`src/rtl/cc_pkg.sv`:
```
package cc_pkg;
  localparam int unsigned FN_W = 4;

  localparam logic [FN_W-1:0] OP_ADD = 4'd0;
  localparam logic [FN_W-1:0] OP_SUB = 4'd1;
  localparam logic [FN_W-1:0] OP_AND = 4'd2;
  localparam logic [FN_W-1:0] OP_XOR = 4'd3;

  localparam logic [FN_W-1:0] C_ALW = 4'd0;
  localparam logic [FN_W-1:0] C_LE  = 4'd1;
  localparam logic [FN_W-1:0] C_LT  = 4'd2;
  localparam logic [FN_W-1:0] C_EQ  = 4'd3;
  localparam logic [FN_W-1:0] C_NE  = 4'd4;
  localparam logic [FN_W-1:0] C_GE  = 4'd5;
  localparam logic [FN_W-1:0] C_GT  = 4'd6;

  typedef struct packed {
    logic zf;
    logic sf;
    logic of;
  } flags_t;

  localparam flags_t FLAGS_RST = '{zf: 1'b1, sf: 1'b0, of: 1'b0};
endpackage

```
`src/rtl/cc_flag_calc.sv`:
```
module cc_flag_calc
  import cc_pkg::*;
#(
  parameter int unsigned W = 64
) (
  input  logic [W-1:0]    res,
  input  logic [W-1:0]    a,
  input  logic [W-1:0]    b,
  input  logic [FN_W-1:0] fn,
  output flags_t          nxt,
  output logic            fn_ok
);
  localparam int unsigned MSB = W - 1;

  logic sa, sb, sr;

  always_comb begin
    sa = a[MSB];
    sb = b[MSB];
    sr = res[MSB];
    fn_ok  = 1'b0;
    nxt.zf = (res == '0);
    nxt.sf = sr;
    nxt.of = 1'b0;
    case (fn)
      OP_ADD: begin
        fn_ok  = 1'b1;
        nxt.of = (sa == sb) && (sr != sa);
      end
      OP_SUB: begin
        fn_ok  = 1'b1;
        nxt.of = (sa != sb) && (sr != sa);
      end
      OP_AND, OP_XOR: begin
        fn_ok  = 1'b1;
        nxt.of = 1'b0;
      end
      default: fn_ok = 1'b0;
    endcase
  end
endmodule

```
`src/rtl/cc_flag_reg.sv`:
```
module cc_flag_reg
  import cc_pkg::*;
(
  input  logic   clk,
  input  logic   rst,
  input  logic   load,
  input  flags_t d,
  output flags_t q
);
  always_ff @(posedge clk) begin
    if (rst)
      q <= FLAGS_RST;
    else if (load)
      q <= d;
  end
endmodule

```
`src/rtl/cc_cond_eval.sv`:
```
module cc_cond_eval
  import cc_pkg::*;
(
  input  flags_t          fl,
  input  logic [FN_W-1:0] cond,
  output logic            taken
);
  logic lt;

  always_comb begin
    lt = fl.sf ^ fl.of;
    case (cond)
      C_ALW:   taken = 1'b1;
      C_LE:    taken = lt | fl.zf;
      C_LT:    taken = lt;
      C_EQ:    taken = fl.zf;
      C_NE:    taken = ~fl.zf;
      C_GE:    taken = ~lt;
      C_GT:    taken = ~lt & ~fl.zf;
      default: taken = 1'b0;
    endcase
  end
endmodule

```
`src/rtl/cc_branch_unit.sv`:
```
module cc_branch_unit
  import cc_pkg::*;
#(
  parameter int unsigned W = 64
) (
  input  logic            clk,
  input  logic            rst,
  input  logic [W-1:0]    alu_res,
  input  logic [W-1:0]    op_a,
  input  logic [W-1:0]    op_b,
  input  logic [FN_W-1:0] alu_fn,
  input  logic            set_cc,
  input  logic [FN_W-1:0] cond_fn,
  output logic            zf,
  output logic            sf,
  output logic            of,
  output logic            taken
);
  flags_t nxt_fl;
  flags_t cur_fl;
  logic   fn_ok;
  logic   do_load;

  cc_flag_calc #(.W(W)) calc_i (
    .res  (alu_res),
    .a    (op_a),
    .b    (op_b),
    .fn   (alu_fn),
    .nxt  (nxt_fl),
    .fn_ok(fn_ok)
  );

  assign do_load = set_cc & fn_ok;

  cc_flag_reg reg_i (
    .clk (clk),
    .rst (rst),
    .load(do_load),
    .d   (nxt_fl),
    .q   (cur_fl)
  );

  cc_cond_eval eval_i (
    .fl   (cur_fl),
    .cond (cond_fn),
    .taken(taken)
  );

  assign zf = cur_fl.zf;
  assign sf = cur_fl.sf;
  assign of = cur_fl.of;
endmodule

```
`config.mk`:
```
export PLATFORM = sky130hd
export DESIGN_NAME = cc_branch_unit
export DESIGN_NICKNAME = d
export VERILOG_FILES = /design/src/rtl/cc_pkg.sv /design/src/rtl/cc_flag_calc.sv /design/src/rtl/cc_flag_reg.sv /design/src/rtl/cc_cond_eval.sv /design/src/rtl/cc_branch_unit.sv
export SDC_FILE = /design/constraint.sdc
export NUM_CORES = 1
export LEC_CHECK = 0
export ABC_AREA = 0
export BUFFER_PORTS_ARGS = -buffer_cell sky130_fd_sc_hd__buf_2
export CAP_MARGIN = 5
export CORE_AREA = 2 2 80 82
export DETAILED_ROUTE_END_ITERATION = 10
export DIE_AREA = 0 0 82 84
export GPL_TIMING_DRIVEN = 0
export PLACE_DENSITY_LB_ADDON = 0.1
export SETUP_SLACK_MARGIN = 0.05
export SYNTH_ARGS = -nofsm -noshare
export SYNTH_HDL_FRONTEND = slang
export SYNTH_SLANG_ARGS = --single-unit
export TNS_END_PERCENT = 50
```
`constraint.sdc`:
```
create_clock -name clk -period 1.3 [get_ports clk]
set_input_delay 0.065 -clock clk [delete_from_list [all_inputs] [get_ports clk]]
set_output_delay 0.065 -clock clk [all_outputs]
set_load 0.05 [all_outputs]
```
==> results of run 1 <==
path summary, 6_finish.rpt:
path              startpoint         end  slack, ps  depth (start not counted)
hold reg to reg   reg_i.q[1]  reg_i.q[1]        500                          2
setup / recovery  reg_i.q[0]       taken       -130                          5
setup reg to reg  reg_i.q[2]  reg_i.q[2]        550                          1
hold / removal     alu_fn[1]  reg_i.q[0]         40                          2
cell usage in the layout, fill, tap and decap left out, drive strengths merged:
cell	instances
buf	80
nor4	15
nand2	4
clkbuf	4
a21oi	4
nand4	3
dfxtp	3
mux2i	2
nor3	2
nor2b	2
or4	2
nor3b	2
inv	1
xnor2	1
o21ai	1
nand2b	1
xor2	1
nor2	1
nand3b	1
o41ai	1
nand3	1
a221o	1
power breakdown:
group | internal, mW | switching, mW | leakage [nW] | total [mW]
logic | 0.118 | 0.0888 | 0.401 | 0.206
registers | 0.0933 | 0.00482 | 0.0256 | 0.0981
clock network | 0.208 | 0.0541 | 0.0228 | 0.263
total | 0.419 | 0.148 | 0.449 | 0.567
layer usage:
metal	up-vias	part of all wire [%]	global-route usage [%]
met4	0	0.26	0.909
met1	310	36	5.21
met3	2	14	2.38
met2	54	50	10.1
li1	376	-	-
met5	-	0	0
kinds of logic (layout without fill, tap and decap cells):
group	after synthesis	after routing	synth area share (%)
buf+inv	1	85	1.04
flops	3	3	16.7
simple gates	34	34	57.6
xor+xnor	2	2	4.86
compound gates	7	7	14.2
mux	2	2	5.56
metrics by stage:
stage	cells	area [µm²]
2_1_floorplan	49	397
3_3_place_gp	206	893
3_5_place_dp	206	893
4_1_cts	210	948
5_1_grt	210	972
6_report	210	972
cell type report:
class,count,area share [%]
Inverter,1,0.386
Multi-Input combinational cell,45,36.2
Sequential cell,3,7.08
Clock buffer,4,4.63
Tap cell,77,9.91
Timing Repair Buffer,80,41.8
repair_timing:
action / CTS / global route
setup endpoints to repair: 1 / 2
hold endpoints to repair: 0 / 0
resized for setup: 3 / 3
buffers inserted: 0 / 0
pin swaps: 2 / 0
==> results.yml, run 1 <==
clock_network:
  clk_path_buf_depth: 2
  htree_levels: 1
  insertion_delay_ps: 210
  cts_tree: "done"
  root_buffer: "clkbuf_8"
  cts_buffers: 3
  cts_hold_buffers: 0
  cts.clk_slew.worst_paths_ps: 30
  cts.sinks: 3
route:
  wl_per_cell_um: 9.06
  num_vias: 742
  first_pass_iters: 3
  via_per_inst: 3.53
  drc: 0
  ant_nets: 0
  first_iter_violations: 4
  wirelength_um: 1900
power:
  leakagePower_nw: 0.449
  ir_drop_v: 0.000250
  finalPower_mw: 0.567
  power_density_mw_per_mm2: 583
run_status:
  outcome: "finished with violations"
  violations: "negative setup slack"
floorplan:
  rows: 29
  die_w_um: 82
  initial_core_util_pct: 5.91
  dieArea_mm2: 0.00689
  die-height_um: 84
  ios: 207
  core_area_mm2: 0.00610
placement:
  routabilityCongestion: 0.797
  hpwl_um: 1800
  port_buffers: 80
  preCtsSetupSlack_ps: -50.1
setup_path:
  cp-end-kind: "output port"
  path_class: "register to output port"
  critical_path_arrival_ps: 1370
  critPathTopFamily: "flip-flops"
  cp_num_buf_inv: 1
  cp-start-kind: "register"
  slowest_stage: "dfxtp_4"
  worstPathRequired_ps: 1240
  critPathMaxStageDelay_ps: 350
  cp_max_fo: 3
  path_cells: "xnor2_4 -> mux2i_1 -> a21oi_2 -> a21oi_4 -> buf_6"
grt:
  antenna_found_initial: 0
  grt_pass1_wl_um: 2840
  grt_remaining_overflow: 0
  track_usage_pct: 5.31
  grt_start_max_net_pins: 6
  grt_pass1_vias: 696
synthesis:
  synth_most_common_cell: "nor4_1"
  synthArstFlopShare_pct: 0
  synth_edf_count: 0
  seq_area_frac_synth_pct: 16.7
  yosysTopAreaCellShare_pct: 26.0
  ys.warnings.count: 0
  syn_nets: 252
  synth.avg_cell_area_um2: 7.35
  synth_cells: 49
  synth_top_area_cell: "nor4_1"
  synth_common_cells: "15 x nor4_1, 4 x a21oi_1, 4 x nand2_1"
  synth_cell_types: 21
  ys_seq_elements: 3
  syn_area_um2: 360
  netlist_top_cells_area: "nor4_1 26%, dfxtp_1 17%, a21oi_1 5.6%"
  synth_flop_cell: "dfxtp_1"
sta:
  hold_viol: 0
  slew_headroom_pct: 80.0
  finalWorstSetupSlack_ps: -133
  clock_skew_ps: 0
  final_max_slew_viol_count: 0
  worstMarginPinSlew_ps: 297
  fin_crit_sh_pct: 110
  rsz0062_at_grt: "yes"
  holdWs_ps: 44.3
  fin_crit_ps: 1430
  fmax_ghz: 0.698
  tns_ps: -133
  setup_viol: 1
final_layout:
  largest-register: "reg_i.q"
  nFillCells: 702
  largest_reg_flops: 3
  multi_input_area_um2: 352
  post-route-util_pct: 15.9
  diodes: 0
  reg_top3: "reg_i.q: 3 flops"
  nNetsFinal: 337
  seq_area_um2: 68.8
  drive_gt1_share_pct: 70.7
  syn_to_final_growth_pct: 170
worst_hold_path:
  hp-class: "primary input to register"
run:
  cap_violations: 0
No activity file was read; power rests on OpenSTA's default activity.
==> run 2: changes to the inputs <==
--- a/config.mk
+++ b/config.mk
@@ -8,13 +8,15 @@
 export ABC_AREA = 0
 export BUFFER_PORTS_ARGS = -buffer_cell sky130_fd_sc_hd__buf_2
 export CAP_MARGIN = 5
-export CORE_AREA = 2 2 80 82
+export CORE_AREA = 2 2 81 83
 export DETAILED_ROUTE_END_ITERATION = 10
-export DIE_AREA = 0 0 82 84
+export DIE_AREA = 0 0 83 85
 export GPL_TIMING_DRIVEN = 0
 export PLACE_DENSITY_LB_ADDON = 0.1
+export RECOVER_POWER = 25
 export SETUP_SLACK_MARGIN = 0.05
 export SYNTH_ARGS = -nofsm -noshare
 export SYNTH_HDL_FRONTEND = slang
+export SYNTH_HIERARCHICAL = 1
 export SYNTH_SLANG_ARGS = --single-unit
 export TNS_END_PERCENT = 50
==> results.yml, run 2 <==
setup_path:
  cp-start-kind: "register"
  cp-end-kind: "output port"
  worstPathRequired_ps: 1240
  critical_path_arrival_ps: 1210
  reg2regPathDepth: 2
  path_class: "register to output port"
  cp_max_fo: 3
clock_network:
  clk_path_buf_depth: 2
  cts_buffers: 3
  cts.clk_slew.worst_paths_ps: 30
  htree_levels: 1
  cts_hold_buffers: 0
  cts_tree: "done"
  root_buffer: "clkbuf_8"
  insertion_delay_ps: 210
  cts.sinks: 3
route:
  drc: 0
  wl_per_cell_um: 9.81
  wirelength_um: 2050
  via_per_inst: 3.62
  num_vias: 756
  first_iter_violations: 10
  ant_nets: 0
  first_pass_iters: 2
run_status:
  outcome: "finished, final reports clean"
power:
  p_switching_mw: 0.151
  p_seq_share_pct: 17.5
  internal-power_mw: 0.423
  leakagePower_nw: 0.440
  swShare_pct: 26.4
  power_density_mw_per_mm2: 590
  pwr-share-comb_pct: 36.0
  ir_drop_v: 0.000222
  pwr-share-clk_pct: 46.6
synthesis:
  ys_seq_elements: 3
  synthArstFlopShare_pct: 0
  synth_top_area_cell: "nor4_1"
  synth_cells: 48
  netlist_top_cells_area: "nor4_1 23%, nor4_2 16%, dfxtp_1 15%"
  yosysTopAreaCellShare_pct: 23.4
  synth_top_family_by_area: "simple AND/OR/NAND/NOR gates"
  synthSimpleGateAreaFrac_pct: 65.1
  syn_area_um2: 402
  synth_common_cells: "15 x nor4_1, 5 x nor4_2, 4 x nand4_1"
  synth_cell_types: 18
  synth.avg_cell_area_um2: 8.37
  syn_nets: 251
  synthAdderAreaFrac_pct: 0
  ys.warnings.count: 6
  seq_area_frac_synth_pct: 15.0
  synth_compound_area_share_pct: 6.23
  synthXorXnorAreaFrac_pct: 4.36
  synth_flop_cell: "dfxtp_1"
  muxShareOfSynthArea_pct: 7.48
  synth_most_common_cell: "nor4_1"
  synth_edf_count: 0
final_layout:
  syn_to_final_growth_pct: 142
  diodes: 0
  nNetsFinal: 336
  largest_reg_flops: 3
  nFillCells: 709
  layout_commonest_cell: "buf_2"
  drive_gt1_share_pct: 72.7
  instances_no_fill: 209
  largest-register: "reg_i/q"
  post-route-util_pct: 15.7
  reg_top3: "reg_i/q: 3 flops"
  final_cell_mix: "79 x buf_2, 15 x nor4_1, 5 x nor4_2"
floorplan:
  die-height_um: 85
  initial_core_util_pct: 6.47
  dieArea_mm2: 0.00706
  die_w_um: 83
  rows: 29
  ios: 207
  core_area_mm2: 0.00620
sta:
  fin_crit_sh_pct: 97.7
  slew_headroom_pct: 76.3
  hold_viol: 0
  setup_viol: 0
  fin_crit_ps: 1270
  rsz0062_at_grt: "yes"
  fmax_ghz: 0.787
  final_max_slew_viol_count: 0
  clock_skew_ps: 0
  worstMarginPinSlew_ps: 352
grt:
  grt_pass1_wl_um: 3400
  track_usage_pct: 6.02
  grt_pass1_vias: 861
  grt_start_max_net_pins: 7
  antenna_found_initial: 0
  grt_remaining_overflow: 0
worst_hold_path:
  hp-class: "primary input to register"
  holdPathStages: 2
placement:
  port_buffers: 80
  hpwl_um: 1910
  place_inst: 205
  routabilityCongestion: 0.713
run:
  cap_violations: 0
run 2: power groups by stage:
stage | logic [mW] | clock network [mW] | registers, mW
after floorplan | 0.0514 | 0 | 0.110
after global placement | 0.196 | 0 | 0.101
after detailed placement | 0.200 | 0 | 0.101
after CTS | 0.210 | 0.278 | 0.100
after global routing | 0.231 | 0.290 | 0.101
final | 0.207 | 0.268 | 0.100
run 2: cells by family after synthesis:
family                 after synthesis
AND/OR/NAND/NOR                     36
AO/OA/AOI/OAI                        3
multiplexers                         3
flip-flops                           3
XOR/XNOR                             2
buffers and inverters                1
run 2: area by class of cell:
type                    count  area [µm²]  area share (%)
repair buffers             80         410            42.2
multi-input cells          44         350            36.0
well taps                  77        96.3            9.90
flip-flops and latches      3        63.8            6.56
clock buffers               4        45.0            4.63
plain buffers               1        7.51           0.771
run 2: worst max-delay path, cell delays in order, from the launching register on:
cell      delay (ps)
dfxtp_2          320
xnor2_1          130
a2111o_1         300
nand3_2           80
buf_8            150
run 2: stage by stage:
stage	total power, mW	setup WS, ps	hold slack (ps)	cell area (µm²)	setup TNS, ps
after floorplan	0.161	107	130	410	0
after global routing	0.622	-24.9	50.1	973	-24.9
after detailed placement	0.302	31.4	274	907	0
after CTS	0.587	3.21	46.7	967	0
after global placement	0.297	72.4	269	907	0
final	0.575	29.3	44.6	973	0
run 2: final timing paths:
| kind | from | end | slack (ps) |
|---|---|---|---|
| worst max-delay path | reg_i/q[1] | taken | 30 |
| worst min-delay path | rst | reg_i/q[1] | 40 |
| worst min register to register | reg_i/q[1] | reg_i/q[1] | 530 |
| worst max register to register | reg_i/q[2] | reg_i/q[2] | 490 |
run 2: routing by layer:
| layer | track usage [%] | up-vias | routed length, µm |
|---|---|---|---|
| met5 | 0 | - | 0 |
| met4 | 1.94 | 0 | 8 |
| met3 | 3.79 | 2 | 314 |
| met2 | 11.1 | 53 | 1070 |
| met1 | 5.38 | 324 | 660 |
| li1 | - | 377 | - |
run 2: what timing repair did:
item | in CTS | in global routing
endpoints found under the setup margin | 1 | 1
gates resized for setup | 4 | 1
pin swaps | 0 | 1
hold endpoints to repair | 0 | 0
setup buffers | 0 | 0
==> run 3: changes to the inputs <==
--- a/config.mk
+++ b/config.mk
@@ -8,9 +8,9 @@
 export ABC_AREA = 0
 export BUFFER_PORTS_ARGS = -buffer_cell sky130_fd_sc_hd__buf_2
 export CAP_MARGIN = 5
-export CORE_AREA = 2 2 81 83
+export CORE_AREA = 2 2 80 82
 export DETAILED_ROUTE_END_ITERATION = 10
-export DIE_AREA = 0 0 83 85
+export DIE_AREA = 0 0 82 84
 export GPL_TIMING_DRIVEN = 0
 export PLACE_DENSITY_LB_ADDON = 0.1
 export RECOVER_POWER = 25
==> constraint.sdc (replaced) <==
create_clock -name clk -period 1.1 [get_ports clk]
set_input_delay 0.055 -clock clk [delete_from_list [all_inputs] [get_ports clk]]
set_output_delay 0.055 -clock clk [all_outputs]
set_load 0.05 [all_outputs]
==> results.yml, run 3 (synthesis gave the netlist of run 2 again) <==
setup_path:
  cp-start-kind: "register"
  critPathMaxStageDelay_ps: 340
  slowest_stage: "dfxtp_4"
  r2r_start: "reg_i/q[2]"
  reg2reg_slack_ps: 300
  worstPathRequired_ps: 1040
  rr_endpoint: "reg_i/q[2]"
  path_class: "register to output port"
  critical_path_arrival_ps: 1280
  path_cells: "xnor2_2 -> a2111o_1 -> nand3_4 -> buf_8"
  cp_max_fo: 3
  reg2regPathDepth: 2
  cp-end-kind: "output port"
sta:
  setup_viol: 1
  finalWorstSetupSlack_ps: -233
  final_max_slew_viol_count: 0
  tns_ps: -233
  rsz0062_at_grt: "yes"
  fin_crit_ps: 1330
  fmax_ghz: 0.750
  worstMarginPinSlew_ps: 330
  hold_viol: 0
  clock_skew_ps: 0
  holdWs_ps: 25.4
  fin_crit_sh_pct: 121
  slew_headroom_pct: 77.8
floorplan:
  initial_core_util_pct: 6.59
  dieArea_mm2: 0.00689
  core_area_mm2: 0.00610
  die_w_um: 82
  die-height_um: 84
  rows: 29
  ios: 207
grt:
  grt_pass1_vias: 845
  grt_remaining_overflow: 0
  track_usage_pct: 6.01
  grt_pass1_wl_um: 3250
  grt_start_max_net_pins: 7
  antenna_found_initial: 1
clock_network:
  htree_levels: 1
  cts_hold_buffers: 0
  cts_buffers: 3
  cts.clk_slew.worst_paths_ps: 30
  cts.sinks: 3
  clk_path_buf_depth: 2
  post_cts_buffers: 0
  root_buffer: "clkbuf_8"
  cts_tree: "done"
  insertion_delay_ps: 210
final_layout:
  drive_gt1_share_pct: 75.8
  final_cell_mix: "78 x buf_2, 11 x nor4_1, 8 x nor4_2"
  reg_top3: "reg_i/q: 3 flops"
  nNetsFinal: 336
  largest_reg_flops: 3
  stdcell_area_mm2: 0.00103
  syn_to_final_growth_pct: 156
  diodes: 0
  post-route-util_pct: 16.9
  layout_commonest_cell: "buf_2"
  largest-register: "reg_i/q"
  nFillCells: 713
route:
  wl_per_cell_um: 10.3
  via_per_inst: 3.63
  wirelength_um: 2140
  ant_nets: 0
  first_iter_violations: 7
  first_pass_iters: 4
  num_vias: 758
  drc: 0
worst_hold_path:
  holdPathStages: 2
  hp-class: "primary input to register"
  hp-start: "rst"
  whs_endpoint: "reg_i/q[1]"
run_status:
  outcome: "finished with violations"
  violations: "negative setup slack"
power:
  leakagePower_nw: 0.448
  ir_drop_v: 0.000173
  power_density_mw_per_mm2: 668
  finalPower_mw: 0.688
placement:
  port_buffers: 80
  routabilityCongestion: 0.685
  hpwl_um: 1940
  placedInstanceArea_um2: 927
run:
  cap_violations: 0
run 3: cell types whose count changed in the layout (fill, tap and decap cells not counted), moves of 3 or more:
cell and change:
nor4_1 -4, dfxtp_4 +3, nor4_2 +3, dfxtp_2 -3
run 3: per-stage QoR:
step / setup WS (ps) / cells
2_1_floorplan: 5.50 / 48
3_3_place_gp: -119 / 205
3_5_place_dp: -130 / 205
4_1_cts: -250 / 209
5_1_grt: -276 / 209
6_report: -233 / 209
run 3: what timing repair did:
item	4_1_cts	5_1_grt
gates resized for setup	4	6
pin swaps	0	4
endpoints found under the hold margin	0	0
endpoints found under the setup margin	1	2
run 3: area by class of cell:
cell class              count  area (µm²)  area share [%]
flip-flops and latches      3        71.3            6.93
well taps                  77        96.3            9.36
multi-input cells          44         393            38.2
repair buffers             80         417            40.5
plain buffers               1        7.51           0.729
clock buffers               4        45.0            4.37
run 3: worst max-delay path, delay by kind of cell (launching register included):
family,cells,cell delay (ps)
DFF,1,340
buffers and inverters,1,140
and+or+nand+nor,1,100
AOI/OAI and AO/OA,1,330
xor gates and xnor gates,1,140
run 3: how the worst max path moves through the flow:
stage / start / endpoint / slack (ps) / depth (start not counted)
after floorplan: reg_i/q[0] / taken / 5 / 3
after global placement: reg_i/q[1] / taken / -120 / 4
after detailed placement: reg_i/q[0] / taken / -130 / 4
after CTS: reg_i/q[0] / taken / -250 / 4
after global routing: reg_i/q[0] / taken / -280 / 4
final: reg_i/q[0] / taken / -230 / 4
run 3: routing by layer:
layer | global-route usage (%) | up-vias | wire length, µm
li1 | - | 379 | -
met1 | 4.63 | 334 | 566
met2 | 12.3 | 41 | 1270
met3 | 3.14 | 2 | 294
met4 | 1.36 | 2 | 1
met5 | 0 | - | 13
run 3: report_power, final:
part / internal (mW) / switching (mW) / leakage (nW)
clock: 0.247 / 0.0690 / 0.0228
sequential: 0.108 / 0.00389 / 0.0260
combinational: 0.146 / 0.114 / 0.399
total: 0.501 / 0.187 / 0.448
